**src/rtl/cdwa_pkg.sv**
```systemverilog
`timescale 1ns/1ps
package cdwa_pkg;
  typedef enum logic {
    SLOT_EVEN = 1'b0,
    SLOT_ODD  = 1'b1
  } slot_e;
endpackage

```
**src/rtl/cdwa_shift.sv**
```systemverilog
`timescale 1ns/1ps
module cdwa_shift #(
  parameter int unsigned CHAR_W = 10,
  parameter int unsigned COMMA_W = 7,
  parameter logic [COMMA_W-1:0] COMMA_PAT = 7'b1111100
) (
  input  logic              clk_i,
  input  logic              rst_ni,
  input  logic              bit_en_i,
  input  logic              bit_i,
  input  logic              det_en_i,
  output logic [CHAR_W-1:0] sr_nxt_o,
  output logic              hit_o
);
  localparam int unsigned HIST_W = CHAR_W - 1;
  localparam int unsigned TAIL = CHAR_W - COMMA_W;

  logic [HIST_W-1:0]  hist_q;
  logic [COMMA_W-1:0] bit_eq;

  // newest bit enters at the top, oldest sits at bit 0
  assign sr_nxt_o = {bit_i, hist_q};

  always_ff @(posedge clk_i or negedge rst_ni) begin
    if (!rst_ni)       hist_q <= '0;
    else if (bit_en_i) hist_q <= sr_nxt_o[CHAR_W-1:1];
  end

  for (genvar i = 0; i < COMMA_W; i++) begin : g_cmp
    assign bit_eq[i] = (sr_nxt_o[TAIL+i] == COMMA_PAT[i]);
  end

  assign hit_o = bit_en_i & det_en_i & (&bit_eq);
endmodule

```
**src/rtl/cdwa_frame.sv**
```systemverilog
`timescale 1ns/1ps
module cdwa_frame
  import cdwa_pkg::*;
#(
  parameter int unsigned CHAR_W = 10,
  parameter int unsigned COMMA_W = 7
) (
  input  logic              clk_i,
  input  logic              rst_ni,
  input  logic              bit_en_i,
  input  logic              hit_i,
  input  logic [CHAR_W-1:0] sr_nxt_i,
  output logic [CHAR_W-1:0] char_o,
  output logic              char_vld_o,
  output logic              slot_o,
  output logic              comma_o
);
  localparam int unsigned CNT_W = $clog2(CHAR_W);
  localparam logic [CNT_W-1:0] CNT_LAST = CNT_W'(CHAR_W - 1);
  localparam logic [CNT_W-1:0] CNT_LOAD = CNT_W'(COMMA_W);

  logic [CNT_W-1:0]  cnt_q, cnt_d;
  logic              pend_q, pend_d;
  logic              strobe;
  slot_e             slot_q;
  logic [CHAR_W-1:0] char_q;
  logic              vld_q, comma_q;

  assign strobe = bit_en_i && (cnt_q == CNT_LAST);

  always_comb begin
    cnt_d = cnt_q;
    if (bit_en_i) begin
      // comma seen: boundary falls three bits after its last bit
      if (hit_i)       cnt_d = CNT_LOAD;
      else if (strobe) cnt_d = '0;
      else             cnt_d = cnt_q + 1'b1;
    end
  end

  always_comb begin
    pend_d = pend_q;
    if (hit_i)       pend_d = 1'b1;
    else if (strobe) pend_d = 1'b0;
  end

  always_ff @(posedge clk_i or negedge rst_ni) begin
    if (!rst_ni) begin
      cnt_q   <= '0;
      pend_q  <= 1'b0;
      slot_q  <= SLOT_EVEN;
      char_q  <= '0;
      vld_q   <= 1'b0;
      comma_q <= 1'b0;
    end else begin
      cnt_q  <= cnt_d;
      pend_q <= pend_d;
      vld_q  <= strobe;
      if (strobe) begin
        char_q  <= sr_nxt_i;
        comma_q <= pend_q;
        slot_q  <= pend_q ? SLOT_ODD : slot_e'(~slot_q);
      end
    end
  end

  assign char_o     = char_q;
  assign char_vld_o = vld_q;
  assign slot_o     = slot_q;
  assign comma_o    = comma_q;
endmodule

```
**src/rtl/cdwa_align.sv**
```systemverilog
`timescale 1ns/1ps
module cdwa_align #(
  parameter int unsigned CHAR_W = 10,
  parameter int unsigned COMMA_W = 7,
  parameter logic [COMMA_W-1:0] COMMA_PAT = 7'b1111100
) (
  input  logic              clk_i,
  input  logic              rst_ni,
  input  logic              bit_en_i,
  input  logic              bit_i,
  input  logic              det_en_i,
  output logic [CHAR_W-1:0] char_o,
  output logic              char_vld_o,
  output logic              slot_o,
  output logic              comma_o
);
  logic [CHAR_W-1:0] sr_nxt;
  logic              hit;

  cdwa_shift #(
    .CHAR_W(CHAR_W), .COMMA_W(COMMA_W), .COMMA_PAT(COMMA_PAT)
  ) u_shift (
    .clk_i(clk_i), .rst_ni(rst_ni), .bit_en_i(bit_en_i), .bit_i(bit_i),
    .det_en_i(det_en_i), .sr_nxt_o(sr_nxt), .hit_o(hit)
  );

  cdwa_frame #(
    .CHAR_W(CHAR_W), .COMMA_W(COMMA_W)
  ) u_frame (
    .clk_i(clk_i), .rst_ni(rst_ni), .bit_en_i(bit_en_i), .hit_i(hit),
    .sr_nxt_i(sr_nxt), .char_o(char_o), .char_vld_o(char_vld_o),
    .slot_o(slot_o), .comma_o(comma_o)
  );
endmodule

```
**config.mk**
```make
export PLATFORM = sky130hd
export DESIGN_NAME = cdwa_align
export DESIGN_NICKNAME = d
export VERILOG_FILES = /design/src/rtl/cdwa_pkg.sv /design/src/rtl/cdwa_shift.sv /design/src/rtl/cdwa_frame.sv /design/src/rtl/cdwa_align.sv
export SDC_FILE = /design/constraint.sdc
export NUM_CORES = 1
export LEC_CHECK = 0
export CAP_MARGIN = 20
export CORE_MARGIN = 2
export CORE_UTILIZATION = 45
export DETAILED_ROUTE_END_ITERATION = 8
export GPL_ROUTABILITY_DRIVEN = 0
export GPL_TIMING_DRIVEN = 0
export PLACE_DENSITY = 0.7
export SLEW_MARGIN = 25
export SYNTH_ARGS = -nofsm -noshare
export SYNTH_HDL_FRONTEND = slang
export SYNTH_SLANG_ARGS = --single-unit
```
**constraint.sdc**
```tcl
create_clock -name clk_i -period 1.5 [get_ports clk_i]
set_input_delay 0.225 -clock clk_i [delete_from_list [all_inputs] [get_ports clk_i]]
set_output_delay 0.225 -clock clk_i [all_outputs]
set_load 0.1 [all_outputs]
```
# == Yosys cells after proc, flatten, opt, wreduce, memory -nomap -nowiden ==
# Cells that the tools add are included.
# Widths: inputs -> output; s select.
# word_totals
regBits,27
inputBits,5
out_inout_bits,13
wordCells,22
# classes
n_addsub,1
n_eq_ne,1
n_mux,5
bitwise,5
reduce_logical,3
# ops
cell,n
$mux 4,2
$reduce_and 7->1,1
$add 4x1->4 const B,1
$eq 4x4->1 const B,1
$mux 1,3
$not 1->1,3
$and 1x1->1,2
$reduce_bool 2->1,1
$logic_and 1x1->1,1

# == Logic depth before layout (Yosys ltp) ==
# Gate-level depths: netlist (run 1).
# depth
depth_word,4
mapped_depth,7
mapped_depth_nobuf,6

# == Cells and area by module ==
# A second synthesis (run 1) with hierarchy kept.
# unflattened
hier_cells,99
area_unflattened_um2,1138.6
# by_module_without_submodules
mod,n_inst,cells_each,area_per_inst_um2,seq_area_each_um2
cdwa_frame,1,76,759.5,450.4
cdwa_shift,1,23,379.1,225.2

# == Least setup slack after synthesis (run 1) ==
# Ideal clock, no wire load.
# synth_timing
path_type,register -> register
from,"reg u_frame.slot_q, in the netlist u_frame.slot_o"
to,"reg u_frame.slot_q, in the netlist u_frame.slot_o"
setup_time_ns,0.123
arrival_time_ns,1.220
t_required_ns,1.377
slack_ns,0.157
stages_incl_launch_ff,3
path_buffers,0
synth_period_minus_slack_ns,1.343
path_cell_list,dfrtp_1 > nor3b_1 > nor2_1
# synth_between
elab_chain_len,2
# synth_lines
element,line_no,rtl
start: declaration,cdwa_frame.sv:25,slot_e slot_q;
start signal: assignment,cdwa_frame.sv:62,slot_q <= pend_q ? SLOT_ODD : slot_e'(~slot_q);
$not 1->1,cdwa_frame.sv:62,
$mux 1,cdwa_frame.sv:62,
# No other way between the ends.
# A chain may end at the register's enable or synchronous reset.

# == Final worst setup path (run 1) ==
# layout_timing
from,"reg u_frame.vld_q, in the netlist u_frame.char_vld_o"
to,out char_vld_o
# layout_rtl
element,line_no,rtl
start: declaration,cdwa_frame.sv:27,"logic vld_q, comma_q;"
start signal: assignment,cdwa_frame.sv:58,vld_q <= strobe;
end: declaration,cdwa_align.sv:13,"output logic char_vld_o,"
# No word-level cell between the ends.

==> metrics.yaml, run 1 <==
cts_max_path_buffers: 2
synth_compound_area_share_pct: 7.403
fin_nets: 129
grt_max_degree: 28
synth_top_family_by_area: "simple AND/OR/NAND/NOR gates"
synthDistinctLibCells: 20
hold_viol_final: 0
drive_gt1_share_pct: 28.10
top_level_ports: 18
coreArea_um2: 2432
synthesis.nets: 106
critical_path_class: "reg -> out"
ys_ff_latch: 27
fmax_mhz: 700.1
synth_simple_gate_area_share_pct: 18.01
ys_seq_area_share_pct: 59.67
finalSetupViolCount: 0
grt_pass1_vias: 773
cts_buffers: 3
muxShareOfSynthArea_pct: 8.950
status: "complete, no violations"
cap_violations: 0
crit_cells: 1
cp.arrival_ps: 1200
finClkSkew_ps: 9.996
cp.required_ps: 1270
synthTopCellsByArea: "dfrtp_1 (60%), nand2_1 (11%), mux2_2 (9.0%)"
vias_per_cell: 5.106
multi_input_area_um2: 414.1
die_area_um2: 2933
synthToLayoutAreaGrowth_pct: 15.80
crit_fanout: 1
r2r_cells: 5
regArea_um2: 675.6
ys.flop_type: "dfrtp_1"
vias: 771
htreeDepth: 1
worstSetupEndpoint: "char_vld_o"
crit_chain: "clkdlybuf4s15_2"
drt-total-wl_mm: 1.983
yosys.area_share.xor_xnor_pct: 0
rrSetupSlack_ps: 110
post-dp-hpwl_mm: 1.395
syn_area_um2: 1132
initial_core_util_pct: 46.55
yosysMostFrequentCell: "nand2_1"
synth.top_cell.area_share_pct: 59.67
synth_top_cells_by_count: "nand2_1 (34), dfrtp_1 (27), mux2_2 (9)"
max_slew_margin_pct: 60.92
fin_crit_sh_pct: 95.22
ys_warn_count: 0
hold_class: "in -> reg"
numPortBuffers: 16
synthCells: 99
drt_iter0_drc: 5
grt_usage_pct: 16.27
clkSinkCount: 27
antenna_found_initial: 0
die_y_um: 54.16
critPathTopFamily: "buffers and inverters"
r2r-start: "u_frame.cnt_q[0]"
rsz0062_at_grt: "no"
num_antenna_cells: 0
cts_tree: "built"
slew_viol_final: 0
postRouteAntennaNets: 0
slowest_stage: "clkdlybuf4s15_2"
grt-ovfl-total: 0
startpoint_type: "flip-flop"
holdWs_ps: 247.1
firstDrtPassIters: 4
row_count: 18
worst_pin_slew_ps: 586.2
grt_first_pass_wirelength_mm: 3.332
end_kind: "output port"
yosys.area.top_type: "dfrtp_1"
yosys.area_share.adder_pct: 2.210
fillers: 220
wl_per_cell_um: 13.13
synth-edff-count: 0
startpoint: "u_frame.char_vld_o"
crit_buf_inv: 1
cpPeakStageDelay_ps: 540
route.detailed.drc: 0
syn_avg_cell_area_um2: 11.44
period_minus_slack_ps: 1428
die_x_um: 54.16
ys_async_sr_fraction_pct: 100.0
r2r-end: "u_frame.cnt_q[2]"
cts_root_buf: "clkbuf_4"
cts.clk_slew.worst_paths_ps: 140
insertion_delay_ps: 330
-- layout make-up --
cell class                 instances  area share [%]
clock inverter                     1          0.3817
inverter                           4           1.336
multi-input combinational         64           31.58
sequential                        27           51.53
timing repair buffer              18           8.683
buffer                             4           1.908
tap                               30           2.863
clock buffer                       3           1.718
-- worst min-delay path by stage --
stage,start,to,slack (ps),cells after the start
after global placement,u_shift.hist_q[0],u_frame.char_o[0],450,2
after global routing,bit_en_i,u_shift.hist_q[2],220,2
after floorplan,rst_ni,u_frame.char_o[0],-70,0
after CTS,bit_en_i,u_shift.hist_q[2],240,2
final,bit_en_i,u_shift.hist_q[2],250,2
after detailed placement,rst_ni,u_frame.char_o[3],270,1
-- placed cells by master, fill, tap and decap left out --
master,Yosys,final
clkdlybuf4s15_2,0,1
clkinv_2,0,1
nand4_1,1,1
a22o_1,2,2
inv_1,3,3
o21a_1,2,2
inv_4,1,1
and4b_1,1,1
nor3b_1,1,1
buf_2,2,15
mux2_2,9,9
or3_1,1,1
nand2_1,34,34
a21boi_0,1,1
ha_1,2,2
clkdlybuf4s50_1,0,2
nand4bb_1,1,1
dfrtp_1,27,27
dlygate4sd3_1,0,1
clkbuf_4,0,3
nand4b_4,1,1
nor2_1,3,3
o221ai_1,4,4
buf_4,2,3
o32ai_1,1,1
-- metrics by stage --
| step | TNS [ps] | setup slack, ps | utilization [%] | instance area (um^2) | instances |
|---|---|---|---|---|---|
| 2_1_floorplan | 0 | 157.2 | - | 1132 | 99 |
| 3_3_place_gp | -6189 | -195.1 | 54.68 | 1330 | 145 |
| 3_5_place_dp | -2430 | -213.1 | 54.48 | 1325 | 145 |
| 4_1_cts | 0 | 4.160 | 55.86 | 1359 | 150 |
| 5_1_grt | 0 | 1.927 | 53.91 | 1311 | 151 |
| 6_report | 0 | 71.65 | 53.91 | 1311 | 151 |
-- timing repair --
item                       CTS  global route
hold endpoints to repair    27             0
setup endpoints to repair   13            11
pin swaps                    0             0
hold buffers                 1             0
gates resized for setup     49            14
buffers inserted             0             1
-- layer usage --
layer,share of wire (%),wire [um],vias up,track usage (%)
li1,-,-,381,-
met1,44,880,370,19.16
met2,51,1005,16,27.51
met3,3.2,63,4,3.333
met4,1.7,34,0,8.750
met5,0,0,-,0
-- sequential cells by signal, summed over array words and instances, names as in the netlist --
register	count
u_frame.slot_o	1
u_frame.pend_q	1
u_frame.comma_o	1
u_frame.cnt_q	4
u_frame.char_o	10
u_frame.char_vld_o	1
u_shift.hist_q	9
-- kinds of logic (layout without fill, tap and decap cells) --
kind of cell               after synthesis  count (layout)
muxes                                    9               9
and+or+nand+nor                         43              43
AOI/OAI and AO/OA                       10              10
buffers and inverters                    8              30
DFF                                     27              27
adders and majority gates                2               2
Power of run 1 is not shown: default switching activity piles up to over one toggle a cycle in this logic, so the estimate is an artifact.
==> inputs of run 2 (changes only) <==
--- a/config.mk
+++ b/config.mk
@@ -6,7 +6,7 @@
 export NUM_CORES = 1
 export LEC_CHECK = 0
 export CAP_MARGIN = 20
-export CORE_MARGIN = 2
+export CORE_MARGIN = 4
 export CORE_UTILIZATION = 45
 export DETAILED_ROUTE_END_ITERATION = 8
 export GPL_ROUTABILITY_DRIVEN = 0
==> metrics.yaml, run 2 (synthesized netlist as in run 1, its figures left out) <==
status: "complete, no violations"  # unchanged
wl_per_cell_um: 13.19  # was 13.13 um
r2r_cells: 6  # was 5
hold_viol_final: 0  # unchanged
final_common_cell: "nand2_1"  # unchanged
postLayoutCellArea_um2: 1334  # was 1311 um^2
r2r-end: "u_frame.cnt_q[2]"  # unchanged
top_level_ports: 18  # unchanged
rsz0062_at_grt: "no"  # unchanged
hp-start: "bit_en_i"  # unchanged
drt_iter0_drc: 8  # was 5
die_x_um: 58.16  # was 54.16 um
grt_pass1_vias: 769  # was 773
grt_first_pass_wirelength_mm: 3.505  # was 3.332 mm
finalSetupViolCount: 0  # unchanged
crit_chain: "clkdlybuf4s18_2"  # was clkdlybuf4s15_2
period_minus_slack_ps: 1428  # about the same
rrSetupSlack_ps: 100  # was 110 ps
crit_buf_inv: 1  # unchanged
antenna_found_initial: 0  # unchanged
hold_end: "u_shift.hist_q[2]"  # unchanged
slowest_stage: "clkdlybuf4s18_2"  # was clkdlybuf4s15_2
vias: 774  # was 771
vias_per_cell: 5.160  # was 5.106
largest_reg_flops: 10  # unchanged
cts_max_path_buffers: 2  # unchanged
crit_fanout: 2  # was 1
fmax_mhz: 700.4  # was 700.1 MHz
hold_class: "in -> reg"  # unchanged
drive_gt1_share_pct: 29.51  # was 28.10%
worst_pin_slew_ps: 597.3  # was 586.2 ps
holdPathStages: 2  # unchanged
cpPeakStageDelay_ps: 540  # about the same
post-dp-hpwl_mm: 1.414  # was 1.395 mm
timing.setup.tns_ps: 0  # unchanged
fillers: 221  # was 220
firstDrtPassIters: 4  # unchanged
end_kind: "output port"  # unchanged
final_cells: 150  # was 151
critPathTopFamily: "buffers and inverters"  # unchanged
numPortBuffers: 16  # unchanged
startpoint_type: "flip-flop"  # unchanged
die_area_um2: 3383  # was 2933 um^2
cap_violations: 0  # unchanged
clkSinkCount: 27  # unchanged
htreeDepth: 1  # unchanged
cts_buffers: 3  # unchanged
grt-ovfl-total: 0  # unchanged
synthToLayoutAreaGrowth_pct: 17.79  # was 15.80%
cts.clk_slew.worst_paths_ps: 130  # was 140 ps
critical_path_class: "reg -> out"  # unchanged
fin_crit_sh_pct: 95.19  # was 95.22%
r2r-start: "u_frame.cnt_q[1]"  # was u_frame.cnt_q[0]
grt_max_degree: 28  # unchanged
finClkSkew_ps: 2.577  # was 9.996 ps
max_slew_margin_pct: 60.18  # was 60.92%
route.detailed.drc: 0  # unchanged
grt_usage_pct: 13.56  # was 16.27%
drt-total-wl_mm: 1.978  # was 1.983 mm
cts_root_buf: "clkbuf_4"  # unchanged
final_cell_mix: "nand2_1 (34), dfrtp_1 (26), buf_2 (13)"  # was nand2_1 (34), dfrtp_1 (27), buf_2 (15)
cp.required_ps: 1270  # about the same
coreArea_um2: 2297  # was 2432 um^2
insertion_delay_ps: 300  # was 330 ps
fin_nets: 130  # was 129
num_antenna_cells: 0  # unchanged
die_y_um: 58.16  # was 54.16 um
dpl-instance-area_um2: 1323  # was 1325 um^2
place_inst: 143  # was 145
slew_viol_final: 0  # unchanged
cp.arrival_ps: 1200  # about the same
postRouteAntennaNets: 0  # unchanged
row_count: 17  # was 18
initial_core_util_pct: 49.29  # was 46.55%
cts_tree: "built"  # unchanged
run 2: area by class of cell:
cell class	instances	area [um^2]	area share, %
clock buffers	4	26.28	1.970
repair buffers	19	131.4	9.850
inverters	4	17.52	1.313
well taps	28	35.03	2.627
flip-flops and latches	27	676.9	50.75
multi-input cells	64	421.7	31.61
plain buffers	4	25.02	1.876
run 2: how the worst max path moves through the flow:
stage	start	to	slack, ps	depth (start not counted)
6_report	u_frame.char_o[6]	char_o[6]	70	1
5_1_grt	u_frame.char_vld_o	char_vld_o	2	1
4_1_cts	u_frame.slot_o	slot_o	10	1
3_5_place_dp	u_frame.slot_o	slot_o	-200	1
3_3_place_gp	u_frame.slot_o	slot_o	-200	1
2_1_floorplan	u_frame.slot_o	u_frame.slot_o	160	2
run 2: repair_timing:
action / 4_1_cts / 5_1_grt
hold buffers: 1 / 0
hold endpoints to repair: 27 / 0
pin swaps: 0 / 0
setup buffers: 0 / 2
resized for setup: 39 / 24
setup endpoints to repair: 13 / 13
run 2: metrics by stage:
step	worst slack [ps]	hold WS, ps	utilization, %
final	72.19	276.8	58.06
after global routing	2.142	249.1	58.06
after CTS	12.78	268.4	59.86
after detailed placement	-200.3	264.7	57.57
after global placement	-197.9	456.3	57.79
after floorplan	157.2	-70.59	-
run 2: layer usage:
metal  part of all wire, %  up-vias  track usage [%]
met5                     0        -                0
met4                   1.5        0            5.960
met3                   4.2        4            2.895
met2                    47       15            20.81
met1                    47      372            18.47
li1                      -      383                -
Power of run 2 is left out for the same reason.
